===== src/rtl/tmrc_pkg.sv =====
package tmrc_pkg;

  localparam int CTRL_W = 16;

  // register word indices (byte address bits [3:2])
  localparam logic [1:0] IDX_CTRL = 2'd0;
  localparam logic [1:0] IDX_PSC  = 2'd1;
  localparam logic [1:0] IDX_LOAD = 2'd2;
  localparam logic [1:0] IDX_STAT = 2'd3;

  typedef enum logic [1:0] {
    MODE_FREE_TMR = 2'b00,
    MODE_PER_TMR  = 2'b01,
    MODE_FREE_CNT = 2'b10,
    MODE_PER_CNT  = 2'b11
  } tmrc_mode_e;

  typedef enum logic [1:0] {
    EDGE_RISE = 2'b00,
    EDGE_FALL = 2'b01,
    EDGE_BOTH = 2'b10,
    EDGE_NONE = 2'b11
  } tmrc_edge_e;

  typedef struct packed {
    tmrc_mode_e mode;
    tmrc_edge_e edge_sel;
    logic       pulse_out;
    logic       dir_ext;
    logic       dir_up;
    logic       out_en;
    logic       irq_en;
    logic       run_en;
  } tmrc_ctrl_t;

  localparam tmrc_ctrl_t CTRL_RESET = tmrc_ctrl_t'(0);

  function automatic tmrc_ctrl_t word_to_ctrl(input logic [CTRL_W-1:0] w);
    tmrc_ctrl_t c;
    c.mode      = tmrc_mode_e'(w[11:10]);
    c.edge_sel  = tmrc_edge_e'(w[9:8]);
    c.pulse_out = w[6];
    c.dir_ext   = w[5];
    c.dir_up    = w[4];
    c.out_en    = w[2];
    c.irq_en    = w[1];
    c.run_en    = w[0];
    return c;
  endfunction

  function automatic logic [CTRL_W-1:0] ctrl_to_word(input tmrc_ctrl_t c);
    logic [CTRL_W-1:0] w;
    w        = '0;
    w[11:10] = c.mode;
    w[9:8]   = c.edge_sel;
    w[6]     = c.pulse_out;
    w[5]     = c.dir_ext;
    w[4]     = c.dir_up;
    w[2]     = c.out_en;
    w[1]     = c.irq_en;
    w[0]     = c.run_en;
    return w;
  endfunction

endpackage


===== src/rtl/tmrc_regs.sv =====
module tmrc_regs
  import tmrc_pkg::*;
#(
  parameter int DATA_W = 16,
  parameter int CNT_W  = 16,
  parameter int PSC_W  = 16,
  parameter int ADDR_W = 4
) (
  input  logic              clk,
  input  logic              rst_n,
  input  logic              bus_sel,
  input  logic              bus_wr,
  input  logic [ADDR_W-1:0] bus_addr,
  input  logic [DATA_W-1:0] bus_wdata,
  input  logic              term_evt,
  output logic [DATA_W-1:0] bus_rdata,
  output tmrc_ctrl_t        ctrl,
  output logic [PSC_W-1:0]  psc_val,
  output logic [CNT_W-1:0]  load_val,
  output logic              irq_pend
);

  logic       hit;
  logic [1:0] idx;
  logic       wr_ctrl, wr_psc, wr_load, wr_stat;

  tmrc_ctrl_t        ctrl_q, ctrl_d;
  logic [PSC_W-1:0]  psc_q, psc_d;
  logic [CNT_W-1:0]  load_q, load_d;
  logic              stat_q, stat_d;

  // decode: aligned words only, nothing above the four-register window
  assign hit     = bus_sel && (bus_addr[1:0] == 2'b00) && ((bus_addr >> 4) == '0);
  assign idx     = bus_addr[3:2];
  assign wr_ctrl = hit && bus_wr && (idx == IDX_CTRL);
  assign wr_psc  = hit && bus_wr && (idx == IDX_PSC);
  assign wr_load = hit && bus_wr && (idx == IDX_LOAD);
  assign wr_stat = hit && bus_wr && (idx == IDX_STAT);

  always_comb begin
    ctrl_d = ctrl_q;
    psc_d  = psc_q;
    load_d = load_q;
    if (wr_ctrl) ctrl_d = word_to_ctrl(bus_wdata[CTRL_W-1:0]);
    if (wr_psc)  psc_d  = bus_wdata[PSC_W-1:0];
    if (wr_load) load_d = bus_wdata[CNT_W-1:0];
    // a new terminal event wins over a simultaneous clear
    stat_d = (stat_q && !(wr_stat && bus_wdata[0]))
           || (term_evt && ctrl_q.irq_en && ctrl_q.run_en);
  end

  always_ff @(posedge clk or negedge rst_n) begin
    if (!rst_n) begin
      ctrl_q <= CTRL_RESET;
      psc_q  <= '0;
      load_q <= '0;
      stat_q <= 1'b0;
    end else begin
      ctrl_q <= ctrl_d;
      psc_q  <= psc_d;
      load_q <= load_d;
      stat_q <= stat_d;
    end
  end

  always_comb begin
    bus_rdata = '0;
    if (hit && !bus_wr) begin
      unique case (idx)
        IDX_CTRL: bus_rdata = DATA_W'(ctrl_to_word(ctrl_q));
        IDX_PSC:  bus_rdata = DATA_W'(psc_q);
        IDX_LOAD: bus_rdata = DATA_W'(load_q);
        IDX_STAT: bus_rdata = DATA_W'(stat_q);
        default:  bus_rdata = '0;
      endcase
    end
  end

  assign ctrl     = ctrl_q;
  assign psc_val  = psc_q;
  assign load_val = load_q;
  assign irq_pend = stat_q;

endmodule


===== src/rtl/tmrc_step.sv =====
module tmrc_step
  import tmrc_pkg::*;
#(
  parameter int PSC_W       = 16,
  parameter int SYNC_STAGES = 2
) (
  input  logic             clk,
  input  logic             rst_n,
  input  logic             run,
  input  logic             timer_mode,
  input  tmrc_edge_e       edge_sel,
  input  logic [PSC_W-1:0] psc_val,
  input  logic             ext_evt,
  input  logic             ext_dir,
  output logic             step,
  output logic             dir_sync
);

  logic [SYNC_STAGES-1:0] evt_sh_q, evt_sh_d;
  logic [SYNC_STAGES-1:0] dir_sh_q, dir_sh_d;
  logic                   evt_prev_q;
  logic                   evt_s;
  logic [PSC_W-1:0]       pcnt_q, pcnt_d;
  logic                   tick;
  logic                   rise, fall, edge_hit;

  generate
    if (SYNC_STAGES == 1) begin : g_sync1
      assign evt_sh_d = ext_evt;
      assign dir_sh_d = ext_dir;
    end else begin : g_syncn
      assign evt_sh_d = {evt_sh_q[SYNC_STAGES-2:0], ext_evt};
      assign dir_sh_d = {dir_sh_q[SYNC_STAGES-2:0], ext_dir};
    end
  endgenerate

  assign evt_s    = evt_sh_q[SYNC_STAGES-1];
  assign dir_sync = dir_sh_q[SYNC_STAGES-1];

  // prescaler: one tick every psc_val+1 clocks while running
  assign tick = run && (pcnt_q == psc_val);

  always_comb begin
    if (!run || tick) pcnt_d = '0;
    else              pcnt_d = pcnt_q + 1'b1;
  end

  assign rise = evt_s && !evt_prev_q;
  assign fall = !evt_s && evt_prev_q;

  always_comb begin
    unique case (edge_sel)
      EDGE_RISE: edge_hit = rise;
      EDGE_FALL: edge_hit = fall;
      EDGE_BOTH: edge_hit = rise || fall;
      default:   edge_hit = 1'b0;
    endcase
  end

  assign step = run && (timer_mode ? tick : edge_hit);

  always_ff @(posedge clk or negedge rst_n) begin
    if (!rst_n) begin
      evt_sh_q   <= '0;
      dir_sh_q   <= '0;
      evt_prev_q <= 1'b0;
      pcnt_q     <= '0;
    end else begin
      evt_sh_q   <= evt_sh_d;
      dir_sh_q   <= dir_sh_d;
      evt_prev_q <= evt_s;
      pcnt_q     <= pcnt_d;
    end
  end

endmodule


===== src/rtl/tmrc_core.sv =====
module tmrc_core #(
  parameter int CNT_W = 16
) (
  input  logic             clk,
  input  logic             rst_n,
  input  logic             enable,
  input  logic             step,
  input  logic             count_up,
  input  logic             periodic,
  input  logic             pulse_mode,
  input  logic [CNT_W-1:0] load_val,
  output logic             run,
  output logic [CNT_W-1:0] cnt,
  output logic             term_evt,
  output logic             out_lvl
);

  logic             en_q;
  logic             start;
  logic             at_term;
  logic [CNT_W-1:0] cnt_q, cnt_d;
  logic             out_q, out_d;

  assign start   = enable && !en_q;
  assign run     = enable && en_q;
  assign at_term = count_up ? (&cnt_q) : (cnt_q == '0);
  assign term_evt = step && at_term;

  always_comb begin
    cnt_d = cnt_q;
    if (start) begin
      cnt_d = load_val;
    end else if (step) begin
      if (at_term && periodic) cnt_d = load_val;
      else if (count_up)       cnt_d = cnt_q + 1'b1;
      else                     cnt_d = cnt_q - 1'b1;
    end
  end

  always_comb begin
    if (pulse_mode) out_d = term_evt;
    else            out_d = term_evt ? !out_q : out_q;
  end

  always_ff @(posedge clk or negedge rst_n) begin
    if (!rst_n) begin
      en_q  <= 1'b0;
      cnt_q <= '0;
      out_q <= 1'b0;
    end else begin
      en_q  <= enable;
      cnt_q <= cnt_d;
      out_q <= out_d;
    end
  end

  assign cnt     = cnt_q;
  assign out_lvl = out_q;

endmodule


===== src/rtl/tmrc_channel.sv =====
module tmrc_channel
  import tmrc_pkg::*;
#(
  parameter int DATA_W      = 16,
  parameter int CNT_W       = 16,
  parameter int PSC_W       = 16,
  parameter int ADDR_W      = 4,
  parameter int SYNC_STAGES = 2
) (
  input  logic              clk,
  input  logic              rst_n,
  input  logic              bus_sel,
  input  logic              bus_wr,
  input  logic [ADDR_W-1:0] bus_addr,
  input  logic [DATA_W-1:0] bus_wdata,
  output logic [DATA_W-1:0] bus_rdata,
  input  logic              ext_evt,
  input  logic              ext_dir,
  output logic              tmr_out,
  output logic              irq
);

  tmrc_ctrl_t       ctrl;
  logic [PSC_W-1:0] psc_val;
  logic [CNT_W-1:0] load_val;
  logic [CNT_W-1:0] cnt;
  logic             run, step, dir_sync, count_up, periodic, timer_mode;
  logic             term_evt, out_lvl, irq_pend;

  assign timer_mode = (ctrl.mode == MODE_FREE_TMR) || (ctrl.mode == MODE_PER_TMR);
  assign periodic   = (ctrl.mode == MODE_PER_TMR)  || (ctrl.mode == MODE_PER_CNT);
  assign count_up   = ctrl.dir_ext ? dir_sync : ctrl.dir_up;

  tmrc_regs #(
    .DATA_W(DATA_W), .CNT_W(CNT_W), .PSC_W(PSC_W), .ADDR_W(ADDR_W)
  ) u_regs (
    .clk      (clk),
    .rst_n    (rst_n),
    .bus_sel  (bus_sel),
    .bus_wr   (bus_wr),
    .bus_addr (bus_addr),
    .bus_wdata(bus_wdata),
    .term_evt (term_evt),
    .bus_rdata(bus_rdata),
    .ctrl     (ctrl),
    .psc_val  (psc_val),
    .load_val (load_val),
    .irq_pend (irq_pend)
  );

  tmrc_step #(
    .PSC_W(PSC_W), .SYNC_STAGES(SYNC_STAGES)
  ) u_step (
    .clk       (clk),
    .rst_n     (rst_n),
    .run       (run),
    .timer_mode(timer_mode),
    .edge_sel  (ctrl.edge_sel),
    .psc_val   (psc_val),
    .ext_evt   (ext_evt),
    .ext_dir   (ext_dir),
    .step      (step),
    .dir_sync  (dir_sync)
  );

  tmrc_core #(
    .CNT_W(CNT_W)
  ) u_core (
    .clk       (clk),
    .rst_n     (rst_n),
    .enable    (ctrl.run_en),
    .step      (step),
    .count_up  (count_up),
    .periodic  (periodic),
    .pulse_mode(ctrl.pulse_out),
    .load_val  (load_val),
    .run       (run),
    .cnt       (cnt),
    .term_evt  (term_evt),
    .out_lvl   (out_lvl)
  );

  assign tmr_out = out_lvl && ctrl.run_en && ctrl.out_en;
  assign irq     = irq_pend;

endmodule


===== config.mk =====
export PLATFORM = sky130hd
export DESIGN_NAME = tmrc_channel
export DESIGN_NICKNAME = d
export VERILOG_FILES = /design/src/rtl/tmrc_pkg.sv /design/src/rtl/tmrc_regs.sv /design/src/rtl/tmrc_step.sv /design/src/rtl/tmrc_core.sv /design/src/rtl/tmrc_channel.sv
export SDC_FILE = /design/constraint.sdc
export NUM_CORES = 1
export LEC_CHECK = 0
export ABC_CLOCK_PERIOD_IN_PS = 5500
export BUFFER_PORTS_ARGS = -buffer_cell sky130_fd_sc_hd__buf_2
export CELL_PAD_IN_SITES_DETAIL_PLACEMENT = 2
export CELL_PAD_IN_SITES_GLOBAL_PLACEMENT = 2
export CORE_MARGIN = 8
export CORE_UTILIZATION = 35
export CTS_CLUSTER_DIAMETER = 150
export DETAILED_ROUTE_END_ITERATION = 16
export PLACE_DENSITY_LB_ADDON = 0.15
export SYNTH_ARGS = -nofsm -noshare
export SYNTH_HDL_FRONTEND = slang
export SYNTH_SLANG_ARGS = --single-unit

===== constraint.sdc =====
create_clock -name clk -period 5.5 [get_ports clk]
set_clock_uncertainty 0.1 [all_clocks]
set_input_delay 0.55 -clock clk [delete_from_list [all_inputs] [get_ports clk]]
set_output_delay 0.55 -clock clk [all_outputs]
set_load 0.02 [all_outputs]

==> results.yml <==
final_layout:
  drive_above_1_share_pct: 21.3
  area_growth_pct: 14.8
  fin_nets: 558
  antennaDiodeCount: 0
pwr:
  power_mw: 2.54
  p_switching_mw: 0.979
  power.leakage_nw: 2.50
  p_seq_share_pct: 34.4
  pwr-share-clk_pct: 24.2
  swShare_pct: 38.5
  powerDensity_nw_per_um2: 468
  combPwrFrac_pct: 41.4
  p_int_mw: 1.56
  peakVddDrop_mv: 0.168
drt:
  dr.pass1.iters: 4
  vias: 3672
  drtIter0Drc: 108
  wl_um: 13800
  via_per_inst: 5.31
  detail_route.drc_violations: 0
  wl_per_cell_um: 19.9
  drtAntennaViolNets: 0
die:
  die_y_um: 132
  io_pins: 44
  core-area_um2: 13200
  rows: 42
  die_area_um2: 17500
  initial_core_util_pct: 35.7
  die_x_um: 132
placed_design:
  dpl.hpwl_um: 10700
  portBuffers: 43
  gp_congestion: 0.762
logic_synthesis:
  seq_area_frac_synth_pct: 43.4
  synth_ff_type: "dfrtp_1"
  synth_edf_count: 0
  synth.most_common_cell: "dfrtp_1"
  synth_commonest_cells: "dfrtp_1 (82), nor2_1 (68), mux2_2 (43)"
  avgSynthCellArea_um2: 10.1
  ys_warn_count: 0
  yosys.area.top_type: "dfrtp_1"
  syn_inst: 470
  synth_top_area_share_pct: 43.4
  ys_ff_latch: 82
  ys_async_sr_fraction_pct: 100
  synthTopCellsByArea: "dfrtp_1 (43%), mux2_2 (10%), nor2_1 (5.4%)"
  synth_fp_nets: 516
  synthDistinctLibCells: 51
  synth_area_um2: 4730
clock_network:
  cts_tree: "yes"
  clkSinkCount: 82
  cts_buffer_depth: 2
  cts_made_buffers: 9
  postCtsSetupBuffers: 0
  clkTransAtPathRegs_ns: 0.06
  postCtsHoldBufs: 0
  htree_levels: 3
  cts_root_buf: "clkbuf_16"
  cts_resized: 0
  clkLatencyLatePin_ns: 0.33
critical_path:
  critical_path_class: "flip-flop to flip-flop"
  crit_path_end_kind: "flip-flop"
  rrSetupSlack_ns: 2.27
  worstPathArrival_ns: 3.39
  critPathTopFamily: "compound AO/OA/AOI/OAI gates"
  critPathMaxFanout: 18
  crit_required_ns: 5.65
  worstPathCellList: "mux2i_1 > buf_4 > inv_1 > fa_1 > nor2b_1 > o211ai_1 > a2111oi_0 > or2_2 > mux2i_1 > o21ai_0 > a31oi_1"
  max_stage_delay_ns: 0.57
  path_common_cell: "mux2i_1"
  path_depth: 11
  critPathBufInv: 2
  cp-start-kind: "flip-flop"
  cp_slowest_cell: "a2111oi_0"
  ff2ff_path_depth: 11
global_route:
  grt_max_degree: 62
  grtUsageTotal_pct: 16.5
  grt_pass1_vias: 4273
  grt_overflow: 0
  antenna_found_initial: 0
  grt_pass1_wl_um: 23200
status:
  status: "complete, no violations"
timing:
  maxSlewHeadroom_pct: 38.8
  finalSetupViolations: 0
  min_period_over_period_pct: 58.8
  hold_viol: 0
  slew_violations: 0
  fmax_mhz: 309
  tightest_slew_ns: 0.918
  rsz0062_at_grt: "no"
  fin_crit_ns: 3.23
  fin_tns_setup_ns: 0
flow_run:
  drv_cap: 0
worst_hold_path:
  hp-class: "input pin to asynchronous set/reset pin"
## cells in the final DEF (no fill, tap or decap), types with 2 or more instances in the layout
| cell | Yosys | routed |
|---|---|---|
| and2_1 | 3 | 3 |
| and3_1 | 6 | 6 |
| mux2i_1 | 17 | 17 |
| mux2_2 | 43 | 43 |
| a211oi_1 | 2 | 2 |
| a21oi_1 | 34 | 34 |
| nand2b_1 | 2 | 2 |
| clkbuf_16 | 0 | 9 |
| buf_4 | 3 | 5 |
| xnor2_1 | 13 | 13 |
| inv_1 | 12 | 12 |
| or3_1 | 3 | 3 |
| a2111oi_0 | 2 | 2 |
| a31oi_1 | 7 | 7 |
| nor3_1 | 2 | 2 |
| a22oi_1 | 6 | 6 |
| buf_2 | 2 | 42 |
| xor2_1 | 28 | 28 |
| nand4_1 | 11 | 11 |
| clkbuf_8 | 0 | 3 |
| dfrtp_1 | 82 | 82 |
| nand2_1 | 27 | 27 |
| nor4_1 | 8 | 8 |
| nand3_1 | 9 | 9 |
| a21o_1 | 5 | 5 |
| o311ai_0 | 2 | 2 |
| o21ai_0 | 13 | 13 |
| nand3b_1 | 2 | 2 |
| ha_1 | 19 | 19 |
| nor2b_1 | 8 | 8 |
| nor2_1 | 68 | 68 |
## stage by stage
stage | hold WS, ns | worst slack [ns] | instance area, µm² | cells | util [%]
2_1_floorplan | 0.154 | 2.16 | 4730 | 470 | -
3_3_place_gp | 0.232 | 2.33 | 5130 | 677 | 38.7
3_5_place_dp | 0.243 | 2.21 | 5130 | 677 | 38.7
4_1_cts | 0.00530 | 2.17 | 5430 | 692 | 41.0
5_1_grt | 0.0176 | 1.93 | 5430 | 692 | 41.0
6_report | 0.00779 | 2.27 | 5430 | 692 | 41.0
## path summary, 6_finish.rpt
check | startpoint | endpoint
min | rst_n | u_step.pcnt_q[11]$_DFF_PN0_
max reg2reg | u_regs.ctrl[4]$_DFFE_PN0P_ | u_core.cnt[14]$_DFFE_PN0P_
max | u_regs.ctrl[4]$_DFFE_PN0P_ | u_core.cnt[14]$_DFFE_PN0P_
min reg2reg | u_step.evt_sh_q[0]$_DFF_PN0_ | u_step.evt_sh_q[1]$_DFF_PN0_
max in group asynchronous | rst_n | u_regs.irq_pend$_DFF_PN0_
min in group clk | ext_dir | u_step.dir_sh_q[0]$_DFF_PN0_
## registers in the layout (all words and copies together) (netlist names)
name	flops
u_regs.psc_val	16
u_step.evt_prev_q	1
u_core.en_q	1
u_step.dir_sh_q	2
u_core.out_lvl	1
u_step.evt_sh_q	2
u_step.pcnt_q	16
u_regs.load_val	16
u_core.cnt	16
u_regs.ctrl	10
u_regs.irq_pend	1
## per-layer routing
layer | vias to the layer above | routed length (µm) | track usage, %
li1 | 1763 | - | -
met1 | 1869 | 6350 | 20.2
met2 | 31 | 7010 | 29.0
met3 | 9 | 314 | 3.13
met4 | 0 | 122 | 4.10
met5 | - | 0 | 0
## area by class of cell
type                            instances  area, µm²
Fill cell                            1435       7810
Multi-Input combinational cell        360       2560
Sequential cell                        82       2050
Clock buffer                           13        270
Timing Repair Buffer                   47        248
Tap cell                              176        220
Inverter                               12       45.0
Clock inverter                          2       35.0
## worst reg2reg max path, stage by stage, from the launching register on
cell and delay [ns]:
dfrtp_1 0.38, mux2i_1 0.22, buf_4 0.28, inv_1 0.13
fa_1 0.43, nor2b_1 0.20, o211ai_1 0.12, a2111oi_0 0.57
or2_2 0.24, mux2i_1 0.18, o21ai_0 0.11, a31oi_1 0.20
## power groups by stage
stage          clock [mW]  combinational [mW]  sequential [mW]
2_1_floorplan           0               0.798            0.825
3_3_place_gp            0                1.01            0.882
3_5_place_dp            0                1.06            0.887
4_1_cts             0.636                1.07            0.877
5_1_grt             0.657                1.19            0.900
6_report            0.614                1.05            0.875
## kinds of logic after synthesis
| kind of cell | count (synthesis) | share of synthesized area [%] |
|---|---|---|
| DFF | 82 | 43.4 |
| and+or+nand+nor | 156 | 15.8 |
| AOI/OAI and AO/OA | 82 | 11.0 |
| buffers and inverters | 28 | 2.51 |
| xor gates and xnor gates | 41 | 7.59 |
| adders and majority gates | 20 | 5.45 |
| muxes | 61 | 14.3 |
No activity file was read; power rests on OpenSTA's default activity.
